$ cat src/rtl/pex_pkg.sv
package pex_pkg;

  typedef enum logic [2:0] {
    OP_NONE  = 3'd0,
    OP_CMP   = 3'd1,
    OP_CMOVZ = 3'd2,
    OP_PADD  = 3'd3,
    OP_LDNZ  = 3'd4
  } opKind_e;

  typedef struct packed {
    logic rfWe;
    logic prWe;
    logic memRe;
    logic selLoad;
    logic selMove;
  } strobe_t;

endpackage

$ cat src/rtl/pex_control.sv
module pex_control
  import pex_pkg::*;
(
  input  logic       clk,
  input  logic       rst,
  input  logic       opValid,
  input  logic [2:0] opKind,
  input  logic       guardVal,
  input  logic       condZero,
  input  logic       rdZero,
  input  logic       pdZero,
  output strobe_t    stb
);

  opKind_e kind;
  assign kind = opKind_e'(opKind);

  always_comb begin
    stb = '0;
    if (opValid && guardVal) begin
      unique case (kind)
        OP_CMP:   stb.prWe = !pdZero;
        OP_CMOVZ: begin
          stb.selMove = 1'b1;
          stb.rfWe    = condZero && !rdZero;
        end
        OP_PADD:  stb.rfWe = !rdZero;
        OP_LDNZ:  begin
          stb.selLoad = 1'b1;
          stb.memRe   = !condZero;
          stb.rfWe    = !condZero && !rdZero;
        end
        default:  stb = '0;
      endcase
    end
  end

  // A failed guard squashes every effect of the operation.
  assert_guard_squash_R3: assert property (@(posedge clk) disable iff (rst)
    !guardVal |-> (!stb.rfWe && !stb.prWe && !stb.memRe));

  // A load request is never issued against a zero test register.
  assert_load_gate_R6: assert property (@(posedge clk) disable iff (rst)
    stb.memRe |-> !condZero);

endmodule

$ cat src/rtl/pex_datapath.sv
module pex_datapath
  import pex_pkg::*;
#(
  parameter int XLEN  = 32,
  parameter int NREG  = 16,
  parameter int NPRED = 16,
  parameter int OFFW  = 12,
  parameter int RAW   = $clog2(NREG),
  parameter int PAW   = $clog2(NPRED)
)(
  input  logic            clk,
  input  logic            rst,
  input  logic [RAW-1:0]  opRd,
  input  logic [RAW-1:0]  opRs1,
  input  logic [RAW-1:0]  opRs2,
  input  logic [RAW-1:0]  opRs3,
  input  logic [PAW-1:0]  opPd,
  input  logic [PAW-1:0]  opPg,
  input  logic            opNeg,
  input  logic            opUseImm,
  input  logic [OFFW-1:0] opOffset,
  input  strobe_t         stb,
  output logic            guardVal,
  output logic            condZero,
  output logic            rdZero,
  output logic            pdZero,
  output logic [XLEN-1:0] memAddr,
  input  logic [XLEN-1:0] memRdata,
  output logic            rfWrEn,
  output logic [RAW-1:0]  rfWrAddr,
  output logic [XLEN-1:0] rfWrData,
  output logic            prWrEn,
  output logic [PAW-1:0]  prWrAddr,
  output logic            prWrData
);

  localparam int NSRC = 3;

  logic [XLEN-1:0] regs [NREG];
  logic [NPRED-1:0] preds;

  // writeback stage state
  logic            wbRfWe, wbPrWe, wbLoad, wbPv;
  logic [RAW-1:0]  wbRd;
  logic [PAW-1:0]  wbPd;
  logic [XLEN-1:0] wbVal, wbData;

  assign wbData = wbLoad ? memRdata : wbVal;

  // operand read ports with bypass from writeback
  logic [RAW-1:0]  srcAddr [NSRC];
  logic [XLEN-1:0] srcData [NSRC];
  assign srcAddr[0] = opRs1;
  assign srcAddr[1] = opRs2;
  assign srcAddr[2] = opRs3;

  for (genvar s = 0; s < NSRC; s++) begin : g_src
    assign srcData[s] = (srcAddr[s] == '0) ? '0 :
                        (wbRfWe && wbRd == srcAddr[s]) ? wbData :
                        regs[srcAddr[s]];
  end

  assign guardVal = (opPg == '0) ? 1'b1 :
                    (wbPrWe && wbPd == opPg) ? wbPv : preds[opPg];

  logic [XLEN-1:0] opA, opB, opC, offExt, addend, moveVal, exVal;
  logic            cmpRes;

  assign opA     = srcData[0];
  assign opB     = srcData[1];
  assign opC     = srcData[2];
  assign offExt  = {{(XLEN-OFFW){opOffset[OFFW-1]}}, opOffset};
  assign addend  = opUseImm ? offExt : opB;
  assign cmpRes  = $signed(opB) <= $signed(opA);
  assign moveVal = opNeg ? (~opA + XLEN'(1)) : opA;
  assign exVal   = stb.selMove ? moveVal : (opA + addend);
  assign memAddr = opA + offExt;
  assign condZero = (opC == '0);
  assign rdZero   = (opRd == '0);
  assign pdZero   = (opPd == '0);

  always_ff @(posedge clk) begin
    if (rst) begin
      wbRfWe <= 1'b0;
      wbPrWe <= 1'b0;
      wbLoad <= 1'b0;
      wbPv   <= 1'b0;
      wbRd   <= '0;
      wbPd   <= '0;
      wbVal  <= '0;
    end else begin
      wbRfWe <= stb.rfWe;
      wbPrWe <= stb.prWe;
      wbLoad <= stb.selLoad;
      wbPv   <= cmpRes;
      wbRd   <= opRd;
      wbPd   <= opPd;
      wbVal  <= exVal;
    end
  end

  always_ff @(posedge clk) begin
    if (rst) begin
      for (int i = 0; i < NREG; i++) regs[i] <= '0;
    end else if (wbRfWe && wbRd != '0) begin
      regs[wbRd] <= wbData;
    end
  end

  always_ff @(posedge clk) begin
    if (rst) preds <= NPRED'(1);
    else if (wbPrWe && wbPd != '0) preds[wbPd] <= wbPv;
  end

  assign rfWrEn   = wbRfWe;
  assign rfWrAddr = wbRd;
  assign rfWrData = wbData;
  assign prWrEn   = wbPrWe;
  assign prWrAddr = wbPd;
  assign prWrData = wbPv;

  assert_r0_untouched_R8: assert property (@(posedge clk) disable iff (rst)
    rfWrEn |-> rfWrAddr != '0);

  assert_p0_untouched_R7: assert property (@(posedge clk) disable iff (rst)
    prWrEn |-> prWrAddr != '0);

  assert_one_target_R3: assert property (@(posedge clk) disable iff (rst)
    !(rfWrEn && prWrEn));

  assert_load_had_request_R6: assert property (@(posedge clk) disable iff (rst)
    stb.memRe |=> (rfWrEn || rfWrAddr == '0));

endmodule

$ cat src/rtl/pex_stage.sv
module pex_stage
  import pex_pkg::*;
#(
  parameter int XLEN  = 32,
  parameter int NREG  = 16,
  parameter int NPRED = 16,
  parameter int OFFW  = 12,
  localparam int RAW  = $clog2(NREG),
  localparam int PAW  = $clog2(NPRED)
)(
  input  logic            clk,
  input  logic            rst,
  input  logic            opValid,
  input  logic [2:0]      opKind,
  input  logic [RAW-1:0]  opRd,
  input  logic [RAW-1:0]  opRs1,
  input  logic [RAW-1:0]  opRs2,
  input  logic [RAW-1:0]  opRs3,
  input  logic [PAW-1:0]  opPd,
  input  logic [PAW-1:0]  opPg,
  input  logic            opNeg,
  input  logic            opUseImm,
  input  logic [OFFW-1:0] opOffset,
  output logic            memRdEn,
  output logic [XLEN-1:0] memAddr,
  input  logic [XLEN-1:0] memRdata,
  output logic            rfWrEn,
  output logic [RAW-1:0]  rfWrAddr,
  output logic [XLEN-1:0] rfWrData,
  output logic            prWrEn,
  output logic [PAW-1:0]  prWrAddr,
  output logic            prWrData
);

  strobe_t stb;
  logic guardVal, condZero, rdZero, pdZero;

  pex_control u_ctrl (
    .clk      (clk),
    .rst      (rst),
    .opValid  (opValid),
    .opKind   (opKind),
    .guardVal (guardVal),
    .condZero (condZero),
    .rdZero   (rdZero),
    .pdZero   (pdZero),
    .stb      (stb)
  );

  pex_datapath #(
    .XLEN(XLEN), .NREG(NREG), .NPRED(NPRED), .OFFW(OFFW), .RAW(RAW), .PAW(PAW)
  ) u_dp (
    .clk      (clk),
    .rst      (rst),
    .opRd     (opRd),
    .opRs1    (opRs1),
    .opRs2    (opRs2),
    .opRs3    (opRs3),
    .opPd     (opPd),
    .opPg     (opPg),
    .opNeg    (opNeg),
    .opUseImm (opUseImm),
    .opOffset (opOffset),
    .stb      (stb),
    .guardVal (guardVal),
    .condZero (condZero),
    .rdZero   (rdZero),
    .pdZero   (pdZero),
    .memAddr  (memAddr),
    .memRdata (memRdata),
    .rfWrEn   (rfWrEn),
    .rfWrAddr (rfWrAddr),
    .rfWrData (rfWrData),
    .prWrEn   (prWrEn),
    .prWrAddr (prWrAddr),
    .prWrData (prWrData)
  );

  assign memRdEn = stb.memRe;

  // An empty issue slot leaves the writeback port idle next cycle.
  assert_idle_slot_R10: assert property (@(posedge clk) disable iff (rst)
    !opValid |=> (!rfWrEn && !prWrEn));

  assert_request_needs_op_R6: assert property (@(posedge clk) disable iff (rst)
    memRdEn |-> (opValid && opKind == 3'd4));

endmodule

$ cat config.mk
export PLATFORM = sky130hd
export DESIGN_NAME = pex_stage
export DESIGN_NICKNAME = d
export VERILOG_FILES = /design/src/rtl/pex_pkg.sv /design/src/rtl/pex_control.sv /design/src/rtl/pex_datapath.sv /design/src/rtl/pex_stage.sv
export SDC_FILE = /design/constraint.sdc
export NUM_CORES = 2
export LEC_CHECK = 0
export ABC_AREA = 0
export BUFFER_PORTS_ARGS = -buffer_cell sky130_fd_sc_hd__buf_2
export CORE_UTILIZATION = 30
export CTS_CLUSTER_DIAMETER = 120
export DETAILED_ROUTE_END_ITERATION = 8
export SYNTH_ARGS = -nofsm -noshare
export SYNTH_HDL_FRONTEND = slang
export SYNTH_SLANG_ARGS = --single-unit
export TNS_END_PERCENT = 5
$ cat constraint.sdc
create_clock -name clk -period 8.56 [get_ports clk]
set_input_delay 1.284 -clock clk [delete_from_list [all_inputs] [get_ports clk]]
set_output_delay 1.284 -clock clk [all_outputs]
set_load 0.005 [all_outputs]
# --- After elaboration in Yosys (flattened, before gate mapping) ---
# Memories as Yosys holds them, arrays and structs flattened.
# Cells that the tools add are included.
totals:
  ramBits: 512
  latch_bits: 0
  ff_bits: 60
  mem_count: 1
  romBits: 0
op_classes:
  n_bitwise: 3
  mul: 0
  n_reduce_logical: 25
  n_lt_le_gt_ge: 4
  n_div: 0
  shifts: 0
  n_eq_ne: 8
  mux: 29
  addsub: 3
mem_list:
  columns: ["name", "words", "word_bits", "rd", "rd_clocked_by_memory_dff", "wr", "line_no", "text"]
  rows:
  - ["u_dp.regs", 16, 32, 3, 0, 16, "pex_datapath.sv:39", "logic [XLEN-1:0] regs [NREG];"]
ops:
  columns: ["op", "count"]
  rows:
  - ["32-bit two-way mux", 11]
  - ["32-bit adder", 2]
  - ["32-bit by 1-bit adder with 32-bit output, second input constant", 1]
  - ["32-bit <= comparator", 1]
  - ["32-bit zero test", 1]
  - ["32-bit NOT", 1]
  - ["32-bit OR reduction", 1]
  - ["4-bit zero test", 6]
  - ["16-bit bitwise mux", 1]
  - ["4-bit == test", 4]
  - ["1-bit two-way mux", 11]
  - ["1-bit logical AND", 10]
  - ["4-bit by 5-bit < comparator with 1-bit output, second input constant", 2]
  - ["4-bit nonzero test", 2]
  - ["3-bit by 2-bit == test with 1-bit output, second input constant", 2]
  - ["1-bit binary-select mux with 4-bit select", 1]
  - ["1-bit demux with 4-bit select", 1]
  - ["4-bit by 1-bit greater-or-equal comparator with 1-bit output, second input constant", 1]
  - ["4-bit two-way mux", 1]
  - ["3-bit by 1-bit == test with 1-bit output, second input constant", 1]
  - ["3-bit == test, second input constant", 1]
  - ["1-bit zero test", 3]
  - ["3-bit two-way mux", 1]
  - ["1-bit one-hot mux with 3 select lines", 1]
  - ["other kinds (4)", 5]

# --- Logic depth before layout (Yosys ltp) ---
logic_depth:
  word_depth: 9
  depth_mapped: 24

# --- Hierarchy ---
# Synthesis repeated with hierarchy kept, for this count alone.
unflattened:
  hier_cells: 2984
  area_unflattened_um2: 35176.2
by_module_without_submodules:
  columns: ["module", "cells_per_inst", "instances", "seq_area_each_um2", "area_per_inst_um2"]
  rows:
  - ["pex_datapath", 2969, 1, 16575.9, 35084.9]
  - ["pex_control", 15, 1, 0.0, 91.3]

# --- Worst setup path after synthesis ---
# OpenSTA, ideal clock, no wires.
synth_path:
  kind: "input to output"
  start: "input port opRs1[0]"
  end: "output port memAddr[16]"
  stages: 24
  path_slack_ns: 1.445
  n_path_buf: 5
  arrival_ns: 5.831
  cell_sequence: "buf_6 -> buf_12 -> buf_12 -> buf_12 -> buf_12 -> mux4_2 -> o22ai_1 -> nor2_1 -> a21boi_0 -> nor2_1 -> inv_1 -> ha_1 -> inv_1 -> fa_1 -> nor2b_1 -> o31a_1 -> o31a_1 -> o21ai_0 -> a21boi_0 -> o31a_1 -> or4b_2 -> a31o_2 -> a21oi_1 -> xnor2_1"
synth_via:
  elab_chain_len: 5
  word_cells_on_any_way: 7
synth_rtl:
  columns: ["item", "line_no", "text"]
  rows:
  - ["from (decl)", "pex_stage.sv:16", "input logic [RAW-1:0] opRs1,"]
  - ["parallel branches: the longest is 3 deep, another holds memory read 16 x 32 bit", null, null]
  - ["32-bit two-way mux (*)", "pex_datapath.sv:58", "assign srcData[s] = (srcAddr[s] == '0) ? '0 :"]
  - ["32-bit adder (*)", "pex_datapath.sv:77", "assign memAddr = opA + offExt;"]
  - ["to (decl)", "pex_stage.sv:25", "output logic [XLEN-1:0] memAddr,"]
# Mark *: on every way between the ends.

# --- Worst setup path after layout ---
layout_path:
  start: "input port opRs1[0]"
  end: "output port memAddr[30]"
# Same word-level chain as after synthesis.

==> out/metrics.cfg <==
[clock_network]
cts_tree = yes
cts_sinks = 572
insertion_delay_ns = 0.67
cts.path.max_buffers = 3
hold_buffers = 0
cts_buffers = 61
clk_pin_slew_ns = 0.06
cts_setup_buffers = 0
cts_htree_levels = 2
post_cts_resize_count = 0
cts_root_buffer = clkbuf_16

[yosys]
ys.flop_type = edfxtp_1
syn_area_um2 = 35500
synth_cells = 3013
yosysTopAreaCellShare = 0.433
synth_area_leaders = edfxtp_1, mux4_2, nor2_1, dfxtp_1, ha_1
synth_edf_count = 512
synth.avg_cell_area_um2 = 11.8
synth_most_common_cell = nor2_1
netlist-cell-type-count = 88
ys_ff_latch = 572
yosys-top-cells-count = nor2_1, edfxtp_1, mux4_2, clkbuf_1, a21oi_1
synthArstFlopShare = 0
ys_warn_count = 0
seq_area_frac_synth = 0.467
synth_top_cell_by_area = edfxtp_1

[setup_path]
required_ns = 7.28
reg2reg_to = u_dp.wbVal[28]$_SDFF_PP0_
cp_max_fo = 43
r2r.worst_path.cells = 15
crit_arrival_ns = 6.70
worstSetupPathType = in -> out
rr_startpoint = u_dp.rfWrAddr[1]$_SDFF_PP0_
critPathLaunchType = input pin
r2r_slack_ns = 2.56
cp-end-kind = output port

[timing]
min_period_over_period = 0.933
hold_viol = 0
setup_viol_count_final = 0
fmax_ghz = 0.125
tns_ns = 0
worst_pin_slew_ns = 1.13
maxSlewViolCount = 0
skew_ns = 0.0228
grt_setup_unrepaired = no
period_needed_ns = 7.99
slew_headroom = 0.239

[global_routing]
grt-ovfl-total = 0
grt_pass1_wl_um = 191000
track_usage = 0.215
grt_pass1_vias = 26600
grt_max_degree = 64
antenna_found_initial = 6

[hold_path]
min_from = u_dp.preds[0]$_SDFFE_PP1P_
holdCritPathClass = reg -> reg
hold_depth = 1
min_to = u_dp.preds[0]$_SDFFE_PP1P_

[final_layout]
fin_nets = 3311
drive_gt1_frac = 0.218
fin_cells = 4714
areaGrowthSynthToFinish_pct = 13.2

[outcome]
outcome = complete, no violations

[placement]
io_buffers = 151
gp_congestion = 0.967
dp_hpwl_um = 97700
dp_cells = 4598

[die]
die_x_um = 346
core-area_um2 = 117000
die_area_um2 = 120000
die_h_um = 346
row_count = 125
io_pins = 152
start_util = 0.304

[power]
leakage_nw = 14.3
powerDensity_nw_per_um2 = 194
ir_worst_vdd_v = 0.000183

[routing]
viasPerCell = 5.96
drtPass1Iterations = 8
antenna_left = 0
avgRoutedWirePerCell_um = 28.2
wirelength_um = 133000
drc_errors = 0
vias = 28100
drt_iter0_drc = 4491

[run]
drv_cap = 0

registers in the layout (all words and copies together), names as in the netlist:
| register | flops |
|---|---|
| u_dp.prWrAddr | 4 |
| u_dp.prWrData | 1 |
| u_dp.prWrEn | 1 |
| u_dp.preds | 16 |
| u_dp.regs | 512 |
| u_dp.rfWrAddr | 4 |
| u_dp.rfWrEn | 1 |
| u_dp.wbLoad | 1 |
| u_dp.wbVal | 32 |
routing by layer:
metal / wire [um] / part of all wire / vias up / track usage
li1: - / - / 11800 / -
met1: 52700 / 0.40 / 14000 / 0.296
met2: 58900 / 0.44 / 1945 / 0.329
met3: 16100 / 0.12 / 260 / 0.0526
met4: 4960 / 0.037 / 8 / 0.0744
met5: 55 / 0.00041 / - / 0
final cells by class:
cell class	instances	area [um^2]
antenna	1	2.50
clock buffer	78	1590
clock inverter	37	352
fill	11400	76600
inverter	87	327
multi-input combinational	2158	17800
sequential	572	16600
tap	1524	1910
timing repair buffer	257	1640
power breakdown:
part | internal (mW) | switching (mW)
registers | 3.17 | 0.123
clock network | 1.47 | 1.17
logic | 0.691 | 1.20
total | 5.32 | 2.49
through the flow:
| stage | util | hold WS (ns) | instance area (um^2) | setup slack [ns] | power [mW] |
|---|---|---|---|---|---|
| 3_5_place_dp | 0.328 | 0.426 | 38300 | 0.636 | 5.19 |
| 4_1_cts | 0.344 | 0.447 | 40200 | 0.628 | 7.80 |
| 5_1_grt | 0.344 | 0.475 | 40200 | 0.249 | 8.06 |
| 2_1_floorplan | - | 0.412 | 35600 | 1.44 | 4.41 |
| 3_3_place_gp | 0.328 | 0.424 | 38300 | 0.731 | 5.18 |
| 6_report | 0.344 | 0.447 | 40200 | 0.575 | 7.82 |
how the worst max path moves through the flow:
stage / slack [ns] / startpoint / endpoint / cells after the start
after floorplan: 1.44 / opRs1[0] / memAddr[16] / 24
after global placement: 0.73 / opRs1[0] / memAddr[30] / 19
after detailed placement: 0.64 / opRs1[0] / memAddr[30] / 19
after CTS: 0.63 / opRs1[0] / memAddr[30] / 19
after global routing: 0.25 / opRs1[0] / memAddr[30] / 18
final: 0.57 / opRs1[0] / memAddr[30] / 19
layout by cell type, fill, tap and decap left out, drive strengths merged, types with 13 or more instances in the layout:
cell type	count
a211oi	15
a21o	17
a21oi	137
a31oi	13
buf	255
clkbuf	80
clkinv	30
conb	32
dfxtp	60
edfxtp	512
ha	96
inv	87
mux2i	49
mux4	295
nand2	91
nand2b	42
nand3	32
nand4	31
nor2	644
nor2b	28
nor3	39
nor4	109
nor4b	15
o21a	19
o21ai	97
o22ai	66
o31ai	38
or3	16
or4	23
xnor2	70
xor2	22
kinds of logic (layout without fill, tap and decap cells):
kind of cell / after synthesis / count (layout) / share of synthesized area
simple gates: 1110 / 1110 / 0.147
flops: 572 / 572 / 0.467
compound gates: 479 / 479 / 0.0861
mux: 347 / 347 / 0.204
buf+inv: 314 / 459 / 0.0392
fa+ha+maj: 98 / 98 / 0.0349
xor+xnor: 92 / 92 / 0.0227
other cells: 1 / 33 / 0.000106
worst max-delay path, cell delays in order:
cell	delay (ns)
clkbuf_8	0.40
buf_12	0.38
mux4_2	0.55
o22ai_1	0.53
nor2_1	0.17
nand2_1	0.14
o21ai_0	0.25
ha_1	0.44
a21oi_1	0.23
o21ai_0	0.14
a221o_1	0.31
a21oi_1	0.20
a31oi_1	0.18
a221o_1	0.38
nor4_1	0.35
o41ai_1	0.15
a21oi_1	0.20
xnor2_1	0.16
buf_2	0.14
Note: power is estimated with default switching activity, not from simulation.
